## config.mk

```make
export PLATFORM = sky130hd
export DESIGN_NAME = bootblk_flash
export DESIGN_NICKNAME = d
export VERILOG_FILES = /design/src/rtl/bbf_pkg.sv /design/src/rtl/bbf_block_map.sv /design/src/rtl/bbf_array.sv /design/src/rtl/bootblk_flash.sv
export SDC_FILE = /design/constraint.sdc
export NUM_CORES = 2
export LEC_CHECK = 0
export BUFFER_PORTS_ARGS = -buffer_cell sky130_fd_sc_hd__buf_2
export CORE_UTILIZATION = 30
export DETAILED_ROUTE_END_ITERATION = 6
export REMOVE_ABC_BUFFERS = 1
export SLEW_MARGIN = 20
export SYNTH_ARGS = -nofsm -noshare
export SYNTH_HDL_FRONTEND = slang
export SYNTH_SLANG_ARGS = --single-unit
```

## constraint.sdc

```tcl
create_clock -name clk -period 4.85 [get_ports clk]
set_input_delay 0.97 -clock clk [delete_from_list [all_inputs] [get_ports clk]]
set_output_delay 0.97 -clock clk [all_outputs]
set_load 0.05 [all_outputs]
```

## src/rtl/bbf_pkg.sv

```systemverilog
package bbf_pkg;

  typedef enum logic [2:0] {
    ST_IDLE,
    ST_PSET,
    ST_ESET,
    ST_PROG,
    ST_ERASE
  } wsm_state_t;

  localparam logic [7:0] CMD_READ    = 8'hFF;
  localparam logic [7:0] CMD_PROG    = 8'h40;
  localparam logic [7:0] CMD_ERASE   = 8'h20;
  localparam logic [7:0] CMD_CONFIRM = 8'hD0;
  localparam logic [7:0] CMD_STATUS  = 8'h70;
  localparam logic [7:0] CMD_CLEAR   = 8'h50;

  // words in block i, low-layout order: boot, param, param, mid, full...
  function automatic int unsigned blk_words(int unsigned scale, int unsigned i);
    if (i == 0) return 8192 / scale;
    if (i < 3) return 4096 / scale;
    if (i == 3) return 49152 / scale;
    return 65536 / scale;
  endfunction

  function automatic int unsigned blk_first(int unsigned scale, int unsigned i);
    int unsigned s;
    s = 0;
    for (int unsigned j = 0; j < i; j++) s += blk_words(scale, j);
    return s;
  endfunction

  function automatic int unsigned total_words(int unsigned scale, int unsigned nfull);
    return blk_first(scale, 4 + nfull);
  endfunction

endpackage

```

## src/rtl/bbf_block_map.sv

```systemverilog
module bbf_block_map import bbf_pkg::*; #(
  parameter int unsigned SCALE   = 1024,
  parameter int unsigned N_FULL  = 3,
  parameter int unsigned TOTAL_W = 256,
  parameter int unsigned AW      = 8
) (
  input  logic [AW-1:0] addr,
  input  logic          top,
  output logic          hit_any,
  output logic          is_boot,
  output logic [AW-1:0] base,
  output logic [AW:0]   len
);

  localparam int unsigned NBLK = 4 + N_FULL;

  logic [AW:0]   mir;
  logic [NBLK-1:0] hit;
  logic [AW-1:0] base_v [NBLK];
  logic [AW:0]   len_v  [NBLK];

  // top layout is the low layout read backwards
  assign mir = top ? ((AW+1)'(TOTAL_W - 1) - {1'b0, addr}) : {1'b0, addr};

  for (genvar g = 0; g < NBLK; g++) begin : g_blk
    localparam int unsigned LO = blk_first(SCALE, g);
    localparam int unsigned SZ = blk_words(SCALE, g);
    assign hit[g]    = (mir >= (AW+1)'(LO)) && (mir < (AW+1)'(LO + SZ));
    assign len_v[g]  = (AW+1)'(SZ);
    assign base_v[g] = top ? AW'(TOTAL_W - LO - SZ) : AW'(LO);
  end

  always_comb begin
    base = '0;
    len  = '0;
    for (int i = 0; i < NBLK; i++) begin
      if (hit[i]) begin
        base = base_v[i];
        len  = len_v[i];
      end
    end
  end

  assign hit_any = |hit;
  assign is_boot = hit[0];

endmodule

```

## src/rtl/bbf_array.sv

```systemverilog
module bbf_array #(
  parameter int unsigned DEPTH = 256,
  parameter int unsigned AW    = 8
) (
  input  logic          clk,
  input  logic          prog,
  input  logic          erase,
  input  logic [AW-1:0] wa,
  input  logic [15:0]   wd,
  input  logic [1:0]    be,
  input  logic [AW-1:0] ra,
  output logic [15:0]   rd
);

  logic [15:0] mem [DEPTH];
  logic [15:0] pmask;

  // lanes not enabled keep their bits (AND with ones)
  assign pmask = {be[1] ? wd[15:8] : 8'hFF, be[0] ? wd[7:0] : 8'hFF};

  always_ff @(posedge clk) begin
    if (erase)     mem[wa] <= 16'hFFFF;
    else if (prog) mem[wa] <= mem[wa] & pmask;
  end

  assign rd = mem[ra];

endmodule

```

## src/rtl/bootblk_flash.sv

```systemverilog
module bootblk_flash import bbf_pkg::*; #(
  parameter int unsigned SCALE    = 1024,
  parameter int unsigned N_FULL   = 3,
  parameter int unsigned PROG_CYC = 4,
  localparam int unsigned TOTAL_W = total_words(SCALE, N_FULL),
  localparam int unsigned AW      = $clog2(TOTAL_W)
) (
  input  logic          clk,
  input  logic          rst_n,
  input  logic          boot_at_top,
  input  logic          byte_wide,
  input  logic          wp_unlock,
  input  logic          rp_unlock,
  input  logic          vpp_low,
  input  logic          we,
  input  logic [AW-1:0] addr,
  input  logic [15:0]   din,
  output logic [15:0]   dout
);

  localparam int unsigned CW = $clog2(TOTAL_W + PROG_CYC + 1);

  // reset release synchronizer
  logic [1:0] rsync_q;
  logic       rst_i_n;

  always_ff @(posedge clk or negedge rst_n) begin
    if (!rst_n) rsync_q <= '0;
    else        rsync_q <= {rsync_q[0], 1'b1};
  end
  assign rst_i_n = rsync_q[1];

  // straps captured on the first cycle out of reset
  logic cfg_done, byte_q, top_q;

  always_ff @(posedge clk or negedge rst_i_n) begin
    if (!rst_i_n) begin
      cfg_done <= 1'b0;
      byte_q   <= 1'b0;
      top_q    <= 1'b0;
    end else if (!cfg_done) begin
      cfg_done <= 1'b1;
      byte_q   <= byte_wide;
      top_q    <= boot_at_top;
    end
  end

  // block decode of the host address
  logic          blk_hit, blk_boot;
  logic [AW-1:0] blk_base;
  logic [AW:0]   blk_len;

  bbf_block_map #(.SCALE(SCALE), .N_FULL(N_FULL), .TOTAL_W(TOTAL_W), .AW(AW)) u_map (
    .addr    (addr),
    .top     (top_q),
    .hit_any (blk_hit),
    .is_boot (blk_boot),
    .base    (blk_base),
    .len     (blk_len)
  );

  // command interface and write state machine
  wsm_state_t    state, state_n;
  logic          stat_mode, stat_n;
  logic          err_e, err_p, err_v, ee_n, ep_n, ev_n;
  logic [CW-1:0] cnt, cnt_n;
  logic [AW-1:0] ptr, ptr_n;
  logic          arr_prog, arr_erase;
  logic          cmd_wr, busy, boot_locked;
  logic [7:0]    cmd;

  assign cmd         = din[7:0];
  assign cmd_wr      = we & cfg_done;
  assign busy        = (state == ST_PROG) || (state == ST_ERASE);
  assign boot_locked = blk_boot & ~(wp_unlock | rp_unlock);

  always_comb begin
    state_n   = state;
    stat_n    = stat_mode;
    ee_n      = err_e;
    ep_n      = err_p;
    ev_n      = err_v;
    cnt_n     = cnt;
    ptr_n     = ptr;
    arr_prog  = 1'b0;
    arr_erase = 1'b0;
    unique case (state)
      ST_IDLE: if (cmd_wr) begin
        unique case (cmd)
          CMD_READ:   stat_n = 1'b0;
          CMD_STATUS: stat_n = 1'b1;
          CMD_CLEAR:  begin ee_n = 1'b0; ep_n = 1'b0; ev_n = 1'b0; end
          CMD_PROG:   begin state_n = ST_PSET; stat_n = 1'b1; end
          CMD_ERASE:  begin state_n = ST_ESET; stat_n = 1'b1; end
          default:    begin ee_n = 1'b1; ep_n = 1'b1; stat_n = 1'b1; end
        endcase
      end
      ST_PSET: if (cmd_wr) begin
        state_n = ST_IDLE;
        if (vpp_low) begin
          ev_n = 1'b1;
          ep_n = 1'b1;
        end else if (boot_locked || !blk_hit) begin
          ep_n = 1'b1;
        end else begin
          arr_prog = 1'b1;
          state_n  = ST_PROG;
          cnt_n    = CW'(PROG_CYC - 1);
        end
      end
      ST_ESET: if (cmd_wr) begin
        state_n = ST_IDLE;
        if (cmd != CMD_CONFIRM) begin
          ee_n = 1'b1;
          ep_n = 1'b1;
        end else if (vpp_low) begin
          ev_n = 1'b1;
          ee_n = 1'b1;
        end else if (boot_locked || !blk_hit) begin
          ee_n = 1'b1;
        end else begin
          state_n = ST_ERASE;
          ptr_n   = blk_base;
          cnt_n   = CW'(blk_len) - CW'(1);
        end
      end
      ST_PROG: begin
        if (cnt == '0) state_n = ST_IDLE;
        else           cnt_n   = cnt - CW'(1);
      end
      ST_ERASE: begin
        arr_erase = 1'b1;
        ptr_n     = ptr + AW'(1);
        if (cnt == '0) state_n = ST_IDLE;
        else           cnt_n   = cnt - CW'(1);
      end
      default: state_n = ST_IDLE;
    endcase
  end

  always_ff @(posedge clk or negedge rst_i_n) begin
    if (!rst_i_n) begin
      state     <= ST_IDLE;
      stat_mode <= 1'b0;
      err_e     <= 1'b0;
      err_p     <= 1'b0;
      err_v     <= 1'b0;
      cnt       <= '0;
      ptr       <= '0;
    end else begin
      state     <= state_n;
      stat_mode <= stat_n;
      err_e     <= ee_n;
      err_p     <= ep_n;
      err_v     <= ev_n;
      cnt       <= cnt_n;
      ptr       <= ptr_n;
    end
  end

  // storage and read path
  logic        lane;
  logic [15:0] wr_data, arr_rd;
  logic [1:0]  wr_be;
  logic [7:0]  sr;

  assign lane    = din[15];
  assign wr_data = byte_q ? {din[7:0], din[7:0]} : din;
  assign wr_be   = byte_q ? (lane ? 2'b10 : 2'b01) : 2'b11;

  bbf_array #(.DEPTH(TOTAL_W), .AW(AW)) u_arr (
    .clk   (clk),
    .prog  (arr_prog),
    .erase (arr_erase),
    .wa    ((state == ST_ERASE) ? ptr : addr),
    .wd    (wr_data),
    .be    (wr_be),
    .ra    (addr),
    .rd    (arr_rd)
  );

  assign sr   = {~busy, 1'b0, err_e, err_p, err_v, 3'b000};
  assign dout = stat_mode ? {8'h00, sr}
              : (byte_q ? {8'h00, (lane ? arr_rd[15:8] : arr_rd[7:0])} : arr_rd);

endmodule

```

==> flow_summary_export.csv <==
group,metric,value,unit
pwr,powerDensity,350,mW/mm2
pwr,leakage,83.7,nW
timing,slew-limit-headroom,18.7,%
final_layout,nets,12800,
grt,top_usage_layer,"met2",
routing,drc,17,
logic_synthesis,netlist_instances,10700,
critical_path,crit_path_end_kind,"primary output",
timing,finalCriticalPeriod,5.67,ns
critical_path,crit_path_max_fanout,5,
cts,clk_latency,1.10,ns
routing,wl_per_cell,36.2,um
logic_synthesis,yosys_warnings,0,
cts,clockBufferDepth,4,
pwr,peakVddDrop,377,uV
logic_synthesis,synth-compound-area-share,5.10,%
grt,grt_use_met3,7.74,%
timing,hold_violations,0,
grt,grt.total_usage,23.0,%
critical_path,worst-r2r-setup-slack,-0.38,ns
logic_synthesis,synth-xor-area-share,0.0275,%
cts,clkSlewWorstSetupHoldPaths,0.06,ns
timing,finalSetupViolCount,3651,
grt,grt_pass1_wl,1030000,um
final_layout,drive_above_1_share,37.9,%
timing,rsz0062_at_grt,"true",
die,dieHeight,800,um
grt,grtUsageMet1,29.6,%
logic_synthesis,synthAdderAreaFrac,0.0131,%
die,die_area,0.640,mm2
status,status,"complete, but fails checks",
cts,ctsRootBufferMaster,"clkbuf_16",
critical_path,crit_start,"addr[0]",
logic_synthesis,synthTopCellsByArea,"edfxtp_1, mux4_2, mux2i_1",
timing,skew,0.124,ns
grt,grt-ovfl-total,0,
die,top_level_ports,48,
placed_design,dp_worst_setup_slack,-1.68,ns
pwr,p_total,86.2,mW
cts,cts_tree,"yes",
logic_synthesis,synth_top_flop_cell,"edfxtp_1",
timing,slew_violations,0,
routing,drt-vias-per-instance,5.99,
timing,fin_crit_sh,117,%
cts,cts_max_level,5,
routing,drt_wl_total,781000,um
placed_design,io_buffers,47,
worst_hold_path,min_path_type,"input pin to flop",
logic_synthesis,synth_top_cell_area_share,64.4,%
critical_path,reg2reg_from,"state[0]",
critical_path,required,3.88,ns
cts,cts_made_buffers,435,
logic_synthesis,ys_top_cells_by_count,"edfxtp_1, mux2i_1, mux4_2, o22ai_1, clkbuf_1",
logic_synthesis,yosysMostFrequentCell,"edfxtp_1",
logic_synthesis,async_reset_ff_share,0.703,%
grt,antenna_found_initial,36,
timing,setup_slack,-0.822,ns
timing,fmax,0.176,GHz
logic_synthesis,syn_area_per_cell,17.8,um2
die,fp.dieW,800,um
critical_path,reg2reg_depth,22,
logic_synthesis,netlist_area,0.191,mm2
critical_path,start_kind,"input pin",
critical_path,crit_type,"input pin to primary output",
routing,vias,129000,
logic_synthesis,synth_top_family_by_area,"multiplexers",
flow_run,cap_violations,0,
critical_path,r2r-end,"u_arr.mem[0][9]",
grt,use_met2,34.1,%
die,coreArea,0.634,mm2
logic_synthesis,synth_mux_area_share,25.8,%
critical_path,crit_path_end,"dout[7]",
logic_synthesis,synth_top_area_cell,"edfxtp_1",
die,start_util,30.2,%
final_layout,syn_to_final_growth,28.7,%
logic_synthesis,synth_edf_count,4096,
critical_path,worst_ep_arrival_time,4.70,ns
placed_design,globalplace.congestion,0.999,
placed_design,hpwlAfterDp,516000,um
grt,grt_pass1_vias,123000,
timing,worstMarginPinSlew,1.21,ns
logic_synthesis,yosys.cell_types.count,67,
logic_synthesis,synth-simple-area-share,2.22,%
routing,drtIter0Drc,19900,
routing,drt-pass1-iter-count,7,
die,num_rows,292,
grt,grt_max_degree,129,
cts,cts_sinks,4125,
logic_synthesis,ys_seq_area_share,64.7,%
logic_synthesis,ys_seq_elements,4125,
routing,ant_nets,0,
status,failed_checks,"design-rule violations, negative setup slack",
report_power, final:
| part | switching [mW] | total, mW | internal (mW) |
|---|---|---|---|
| Clock | 14.8 | 34.5 | 19.7 |
| Combinational | 6.83 | 11.5 | 4.70 |
| Sequential | 0.0745 | 40.1 | 40.1 |
sequential cells by signal, indices dropped and copies added (netlist names):
| signal | cells |
|---|---|
| byte_q | 1 |
| cfg_done | 1 |
| cnt | 9 |
| err_e | 1 |
| err_p | 1 |
| err_v | 1 |
| ptr | 8 |
| rsync_q | 2 |
| stat_mode | 1 |
| state | 3 |
| top_q | 1 |
| u_arr.mem | 4096 |
worst min path at each step:
stage,cells past startpoint,slack [ns],start,end
after floorplan,0,0.33,rsync_q[0],rsync_q[1]
after global placement,1,0.32,rsync_q[1],byte_q
after detailed placement,1,0.33,rsync_q[1],byte_q
after CTS,2,0.09,boot_at_top,top_q
after global routing,2,0.12,boot_at_top,top_q
final,2,0.14,boot_at_top,top_q
worst max-delay path, cell delays in order:
cell and delay (ns):
buf_16 0.14, buf_16 0.24, buf_16 0.18, buf_12 0.13, buf_8 0.12, buf_6 0.11
mux4_2 0.50, mux4_2 0.61, a22oi_2 0.20, nand2_2 0.22, o22ai_2 0.27, buf_6 0.19
nor3_2 0.05, nor2_1 0.12, a22oi_1 0.08, bufbuf_16 0.34, buf_12 0.15
through the flow:
step / cell area, um2 / hold WS (ns) / cells / util [%] / TNS, ns
after detailed placement: 223000 / 0.326 / 20400 / 35.2 / -4353.30
after global placement: 223000 / 0.318 / 20400 / 35.2 / -4241.47
after global routing: 246000 / 0.115 / 21500 / 38.8 / -478.50
after floorplan: 187000 / 0.331 / 9869 / - / -
final: 246000 / 0.139 / 21600 / 38.8 / -498.84
after CTS: 242000 / 0.0931 / 21400 / 38.2 / -220.04
what timing repair did:
action | 4_1_cts | 5_1_grt
resized for setup | 348 | 437
setup endpoints to repair | 4103 | 4031
buffers inserted | 121 | 130
cloned | 59 | 73
endpoints found under the hold margin | 2 | 0
pin swaps | 39 | 102
hold buffers | 1 | 0
cell usage in the layout (no fill, tap or decap), types with 37 or more instances in the layout:
cell | synthesis | layout
clkinv_2 | 0 | 86
buf_8 | 0 | 37
edfxtp_1 | 4096 | 4096
a21oi_1 | 42 | 38
clkbuf_1 | 390 | 72
nor2_2 | 0 | 261
buf_12 | 0 | 680
nor2_1 | 357 | 83
mux2i_1 | 2053 | 2032
buf_4 | 44 | 1471
bufinv_16 | 0 | 56
a22oi_1 | 88 | 74
buf_16 | 0 | 99
o22ai_1 | 1074 | 1045
nand3_1 | 53 | 42
o21ai_1 | 13 | 38
mux4_2 | 1266 | 1266
a221oi_1 | 51 | 37
o21ai_0 | 121 | 74
nand2_1 | 131 | 86
clkinv_1 | 0 | 93
nor4_1 | 259 | 174
clkbuf_16 | 0 | 493
buf_6 | 42 | 109
nor4_2 | 0 | 72
metal layers:
metal  vias up  part of all wire [%]
met5         -                 0.082
met4        28                   7.0
met3      1946                    13
met2      9230                    43
met1     67900                    37
li1      49900                     -
kinds of logic (layout without fill, tap and decap cells):
kind of cell / after synthesis / count (layout)
adders and majority gates: 2 / 2
DFF: 4125 / 4125
muxes: 3332 / 3332
other: 1 / 24
and+or+nand+nor: 882 / 882
AOI/OAI and AO/OA: 1512 / 1512
buffers and inverters: 875 / 3293
xor gates and xnor gates: 6 / 6
cell type report:
| cell class | count | area [um2] |
|---|---|---|
| Clock buffer | 517 | 11300 |
| Fill cell | 57400 | 387000 |
| Timing Repair Buffer | 2484 | 30900 |
| Antenna cell | 22 | 55.1 |
| Multi-Input combinational cell | 5736 | 66300 |
| Tap cell | 8379 | 10500 |
| Inverter | 8 | 40.0 |
| Sequential cell | 4125 | 124000 |
| Clock inverter | 284 | 3180 |
Power figures use the tool's default switching activity.
